**config.mk**
```make
export PLATFORM = sky130hd
export DESIGN_NAME = adc_out_fmt
export DESIGN_NICKNAME = d
export VERILOG_FILES = /design/src/rtl/adc_fmt_pkg.sv /design/src/rtl/adc_fmt_mode_dec.sv /design/src/rtl/adc_fmt_convert.sv /design/src/rtl/adc_fmt_xor.sv /design/src/rtl/adc_out_fmt.sv
export SDC_FILE = /design/constraint.sdc
export NUM_CORES = 1
export LEC_CHECK = 0
export ABC_AREA = 1
export CAP_MARGIN = 20
export CORE_MARGIN = 3
export CORE_UTILIZATION = 33
export DETAILED_ROUTE_END_ITERATION = 12
export HOLD_SLACK_MARGIN = 0.08
export MAX_ROUTING_LAYER = met4
export PLACE_DENSITY = 0.79
export SLEW_MARGIN = 20
export SYNTH_ARGS = -nofsm -noshare
export SYNTH_HDL_FRONTEND = slang
export SYNTH_SLANG_ARGS = --single-unit
export TNS_END_PERCENT = 10
```
**constraint.sdc**
```tcl
create_clock -name clk -period 1.1 [get_ports clk]
set_input_delay 0.22 -clock clk [delete_from_list [all_inputs] [get_ports clk]]
set_output_delay 0.22 -clock clk [all_outputs]
set_load 0.1 [all_outputs]
```
**src/rtl/adc_fmt_pkg.sv**
```systemverilog
package adc_fmt_pkg;
  localparam int unsigned CODE_W = 14;

  typedef enum logic {
    FMT_OFFSET = 1'b0,
    FMT_TWOS   = 1'b1
  } fmt_e;

  typedef struct packed {
    fmt_e fmt;
    logic dcs_en;
  } mode_cfg_t;
endpackage

```
**src/rtl/adc_fmt_mode_dec.sv**
```systemverilog
module adc_fmt_mode_dec
  import adc_fmt_pkg::*;
(
  input  logic [1:0] mode,
  output mode_cfg_t  cfg
);
  always_comb begin
    unique case (mode)
      2'd0:    cfg = '{fmt: FMT_OFFSET, dcs_en: 1'b0};
      2'd1:    cfg = '{fmt: FMT_OFFSET, dcs_en: 1'b1};
      2'd2:    cfg = '{fmt: FMT_TWOS,   dcs_en: 1'b1};
      default: cfg = '{fmt: FMT_TWOS,   dcs_en: 1'b0};
    endcase
  end
endmodule

```
**src/rtl/adc_fmt_convert.sv**
```systemverilog
module adc_fmt_convert
  import adc_fmt_pkg::*;
#(
  parameter int unsigned W = 14
) (
  input  fmt_e         fmt,
  input  logic [W-1:0] din,
  output logic [W-1:0] dout
);
  localparam int unsigned MSB = W - 1;

  always_comb begin
    dout      = din;
    dout[MSB] = din[MSB] ^ (fmt == FMT_TWOS);
  end
endmodule

```
**src/rtl/adc_fmt_xor.sv**
```systemverilog
module adc_fmt_xor #(
  parameter int unsigned W = 14
) (
  input  logic         en,
  input  logic [W-1:0] din,
  output logic [W-1:0] dout
);
  logic key;
  assign key     = en & din[0];
  assign dout[0] = din[0];

  for (genvar i = 1; i < W; i++) begin : g_bit
    assign dout[i] = din[i] ^ key;
  end
endmodule

```
**src/rtl/adc_out_fmt.sv**
```systemverilog
module adc_out_fmt
  import adc_fmt_pkg::*;
#(
  parameter int unsigned W = CODE_W
) (
  input  logic         clk,
  input  logic         rst_n,
  input  logic         in_valid,
  output logic         in_ready,
  input  logic [W-1:0] in_code,
  input  logic         in_ovr,
  input  logic [1:0]   mode,
  input  logic         rand_en,
  output logic         out_valid,
  input  logic         out_ready,
  output logic [W-1:0] out_data,
  output logic         out_ovf,
  output logic         out_clk_p,
  output logic         out_clk_n,
  output logic         dcs_en,
  input  logic [W-1:0] rx_data,
  input  logic         rx_derand_en,
  output logic [W-1:0] rx_word
);
  localparam int unsigned MSB = W - 1;

  mode_cfg_t    cfg;
  logic [W-1:0] fmt_word;
  logic [W-1:0] tx_word;
  logic         load;

  adc_fmt_mode_dec u_dec (.mode(mode), .cfg(cfg));

  adc_fmt_convert #(.W(W)) u_conv (
    .fmt (cfg.fmt),
    .din (in_code),
    .dout(fmt_word)
  );

  adc_fmt_xor #(.W(W)) u_tx_xor (
    .en  (rand_en),
    .din (fmt_word),
    .dout(tx_word)
  );

  adc_fmt_xor #(.W(W)) u_rx_xor (
    .en  (rx_derand_en),
    .din (rx_data),
    .dout(rx_word)
  );

  assign dcs_en   = cfg.dcs_en;
  assign in_ready = !out_valid || out_ready;
  assign load     = in_valid && in_ready;

  always_ff @(posedge clk) begin
    if (!rst_n) begin
      out_valid <= 1'b0;
      out_data  <= '0;
      out_ovf   <= 1'b0;
      out_clk_p <= 1'b0;
      out_clk_n <= 1'b1;
    end else if (load) begin
      out_valid <= 1'b1;
      out_data  <= tx_word;
      out_ovf   <= in_ovr;
      out_clk_p <= !out_clk_p;
      out_clk_n <= !out_clk_n;
    end else if (out_ready) begin
      out_valid <= 1'b0;
    end
  end

  // a stalled word holds
  a_r2_hold: assert property (@(posedge clk) disable iff (!rst_n)
    out_valid && !out_ready |=> out_valid && $stable(out_data));

  // one-cycle latency
  a_r3_latency: assert property (@(posedge clk) disable iff (!rst_n)
    in_valid && in_ready |=> out_valid);

  // overflow transfer
  a_r9_ovf: assert property (@(posedge clk) disable iff (!rst_n)
    in_valid && in_ready |=> out_ovf == $past(in_ovr));

  // two's complement inverts the top bit (scrambling off)
  a_r5_twos_msb: assert property (@(posedge clk) disable iff (!rst_n)
    in_valid && in_ready && mode[1] && !rand_en |=> out_data[MSB] == !$past(in_code[MSB]));

  // bit 0 leaves the scrambler untouched
  a_r7_bit0: assert property (@(posedge clk) disable iff (!rst_n)
    in_valid && in_ready |=> out_data[0] == $past(in_code[0]));

  // clock pair toggles per sample and stays complementary
  a_r10_toggle: assert property (@(posedge clk) disable iff (!rst_n)
    in_valid && in_ready |=> out_clk_p != $past(out_clk_p));
  a_r10_compl: assert property (@(posedge clk) disable iff (!rst_n)
    out_clk_n == !out_clk_p);
endmodule

```
==> results.ini, run 1 <==
[status]
first-error=[ERROR DPL-0033] detailed placement checks failed during check placement.
status=aborted with a tool error
stop_stage=5_1_grt

[die]
initial_core_util_pct=36.4
die_h_microns=59.5
placementRows=18
io_pins=71
die_x_microns=59.5

[synth]
synth.distinct_cells=19
syn_inst=108
syn_nets=147
yosysWarnings=0
yosysTopAreaCell=dfxtp_1
ys_seq_area_share_pct=38.2
avgSynthCellArea_sq_um=8.74
synth.area.top_cells=dfxtp_1 38%, xnor2_1 12%, xor2_1 11%
synth.top_cell.area_share_pct=38.2
netlist_area_sq_um=943
synth-seq-cells=18

[placement]
post-place-ws_ns=-0.605
port_buffers=70
hpwl_mm=3.31
dp_cells=213
place.gp.congestion=0.721

[timing]
endpoint_type=top-level output
timing.grt.repair.worst_endpoint=in_ready

[global_route]
antenna_found_initial=0
grt_start_max_net_pins=21

[clock_network]
clockBufferDepth=2
htree_num_levels=1
numClockSinks=18
root_buffer=clkbuf_4
numCtsBuffers=3
cts-hold-fix-buffers=0

cell usage after synthesis:
library cell	number
nand3_1	3
nand2_2	1
or2_2	1
nand2_1	6
inv_2	1
ha_1	2
nand2_4	2
o21ai_0	7
o21ai_1	9
buf_2	2
buf_4	2
xnor2_1	13
buf_6	3
a21oi_2	2
xor2_1	12
a21oi_1	13
nor2_1	5
dfxtp_1	18
inv_1	6
logic make-up after synthesis:
kind of cell	Yosys count	share of synthesized area, %
AOI/OAI and AO/OA	31	17.2
xor gates and xnor gates	25	23.2
and+or+nand+nor	18	9.68
DFF	18	38.2
buffers and inverters	14	9.02
adders and majority gates	2	2.65
per-stage QoR:
stage,utilization [%],area (sq um)
2_1_floorplan,-,1230
3_3_place_gp,92.2,2390
3_5_place_dp,92.2,2390
4_1_cts,95.6,2480
repair_timing:
item                                    in CTS
endpoints found under the hold margin        0
resized for setup                           62
endpoints found under the setup margin      44
pin swaps                                   10
buffers inserted                             3
==> inputs of run 2 (changes only) <==
CORE_AREA = 3 3 64 66   (was default)
CORE_MARGIN = default   (was 3)
CORE_UTILIZATION = default   (was 33)
DIE_AREA = 0 0 67 69   (was default)
HOLD_SLACK_MARGIN = default   (was 0.08)
MAX_ROUTING_LAYER = default   (was met4)
PLACE_DENSITY = default   (was 0.79)
PLACE_DENSITY_LB_ADDON = 0.15   (was default)
==> results.ini, run 2 <==
[synth]
syn_inst=108  ; unchanged
synth.area.top_cells=dfxtp_1 38%, xnor2_1 12%, xor2_1 11%  ; unchanged
synth.distinct_cells=19  ; unchanged
synthArstFlopShare_pct=0  ; unchanged
synth_common_cells=18 x dfxtp_1, 13 x a21oi_1, 13 x xnor2_1  ; unchanged
ys_seq_area_share_pct=38.2  ; unchanged
yosysTopAreaCell=dfxtp_1  ; unchanged
syn_nets=147  ; unchanged
yosysMostFrequentCell=dfxtp_1  ; unchanged
yosysWarnings=0  ; unchanged
synth-seq-cells=18  ; unchanged
synth_edf_count=0  ; unchanged
synth.top_cell.area_share_pct=38.2  ; unchanged
avgSynthCellArea_sq_um=8.74  ; unchanged
netlist_area_sq_um=943  ; unchanged
yosys_most_used_dff=dfxtp_1  ; unchanged

[die]
die_x_microns=67  ; was 59.5 microns
initial_core_util_pct=26.0  ; was 36.4%
die_area_sq_mm=0.00462
io_pins=71  ; unchanged
core_sq_mm=0.00363
die_h_microns=69  ; was 59.5 microns
placementRows=22  ; was 18

[setup_path]
cp.required_ns=0.88
cp-end-kind=output pin
worstPathArrival_ns=0.95
start_kind=flip-flop
critPathKind=reg2out
max_stage_delay_ns=0.38
path_cells=nand2_8 > buf_6 > buf_12
path_max_fanout=2
slowest_stage=dfxtp_4

[placement]
dp_cells=231  ; was 213
port_buffers=70  ; unchanged
hpwl_mm=2.68  ; was 3.31 mm
place.gp.congestion=0.650  ; was 0.721

[power]
powerDensity_mw_per_mm2=1280
power_uw=3220
peakVddDrop_mv=0.975
p_leak_uw=0.00110

[clock_network]
path_clk_slew_ns=0.07
insertion_delay_ns=0.25
numClockSinks=18  ; unchanged
htree_num_levels=1  ; unchanged
numCtsBuffers=3  ; unchanged
clockBufferDepth=2  ; unchanged
cts_tree=yes
root_buffer=clkbuf_8  ; was clkbuf_4

[timing]
final.setup.worst_slack_ns=-0.0668
tightest_slew_ns=0.198
period_share_pct=106
finalSetupViolations=12
period_needed_ns=1.17
hold_violations=0
rsz0062_at_grt=yes
slew_violations=0
worst_clock_skew_ns=0.00163
max_slew_margin_pct=86.8
fmax_ghz=0.857

[global_route]
first_global_vias=1105
grt_pass1_wl_mm=5.29
overflow=0
grt_usage_pct=14.7
grt_start_max_net_pins=19
antenna_found_initial=0

[job]
max_cap_viol_count=0

[status]
status=finished, violations left  ; was aborted with a tool error
violations=setup timing

[drt]
wl_per_cell_microns=13.1
vias=1026
remaining_drc_errors=0
postRouteAntennaNets=0
drtIter0Drc=8
wirelength_mm=3.11
vias_per_cell=4.31
dr.pass1.iters=4

[finish]
antenna_cells=0
largest_register_ffs=14
stdcell_count=238
largest_register=out_data
areaGrowthSynthToFinish_pct=168
drive_above_1_share_pct=47.4
fillers=278
final_common_cell=buf_12
nNetsFinal=230
layout_common_cells=39 x buf_12, 15 x clkdlybuf4s50_1, 13 x xnor2_4, 13 x dfxtp_1, 12 x a21oi_1

[hold_path]
holdCritPathClass=in2reg

## run 2: cell counts after synthesis
No cell type changed its count.
## run 2: stage by stage
| stage | setup TNS, ns | cell area (sq um) | hold WS, ns | util [%] | worst slack, ns |
|---|---|---|---|---|---|
| final | -0.299 | 2530 | 0.318 | 69.6 | -0.0668 |
| after global routing | -0.647 | 2530 | 0.328 | 69.6 | -0.101 |
| after CTS | -0.477 | 2490 | 0.456 | 68.6 | -0.0733 |
| after detailed placement | -13.75 | 2410 | 0.511 | 66.4 | -0.575 |
| after global placement | -12.42 | 2410 | 0.479 | 66.4 | -0.537 |
| after floorplan | -6.79 | 1230 | 0.358 | - | -0.245 |
## run 2: area by class of cell
| type | instances | area [sq um] | share of cell area (%) |
|---|---|---|---|
| inverter | 7 | 28.8 | 1.14 |
| sequential | 18 | 369 | 14.6 |
| tap | 48 | 60.1 | 2.38 |
| timing repair buffer | 85 | 1220 | 48.3 |
| multi-input combinational | 76 | 795 | 31.4 |
| clock buffer | 4 | 55.1 | 2.18 |
## run 2: worst paths after layout
check	start	endpoint	slack, ns	cells past startpoint
hold / removal	in_valid	out_valid$_SDFFE_PN0P_	0.32	3
setup reg to reg	out_valid$_SDFFE_PN0P_	out_data[1]$_SDFFE_PN0P_	0.08	6
setup / recovery	out_valid$_SDFFE_PN0P_	in_ready	-0.07	3
hold reg to reg	out_clk_p$_SDFFE_PN0P_	out_clk_p$_SDFFE_PN0P_	0.47	1
## run 2: cells by family after synthesis
logic type               count (synthesis)  share of synthesized area (%)
AO/OA/AOI/OAI                           31                           17.2
XOR/XNOR                                25                           23.2
AND/OR/NAND/NOR                         18                           9.68
flip-flops                              18                           38.2
buffers and inverters                   14                           9.02
adder cells (fa/ha/maj)                  2                           2.65
## run 2: critical path, delay by kind of cell, from the launching register on
family                 cells  cell delay, ns
buffers and inverters      2            0.26
and+or+nand+nor            1            0.05
DFF                        1            0.38
## run 2: what timing repair did
item	4_1_cts	5_1_grt
pin swaps	9	5
gates resized for setup	45	15
hold buffers	0	0
setup buffers	2	1
endpoints found under the setup margin	32	30
## run 2: metal layers
| metal | vias to the layer above | track usage, % | share of wire [%] |
|---|---|---|---|
| li1 | 509 | - | - |
| met1 | 474 | 15.3 | 34 |
| met2 | 41 | 27.7 | 56 |
| met3 | 2 | 5.37 | 9.9 |
| met4 | 0 | 2.25 | 0.26 |
| met5 | - | 0 | 0 |
## run 2: power breakdown
part	switching, uW	leakage [uW]	internal, uW
sequential	64.0	0.000151	712
clock	212	0.0000288	318
combinational	1150	0.000922	769
Power figures use the tool's default switching activity.
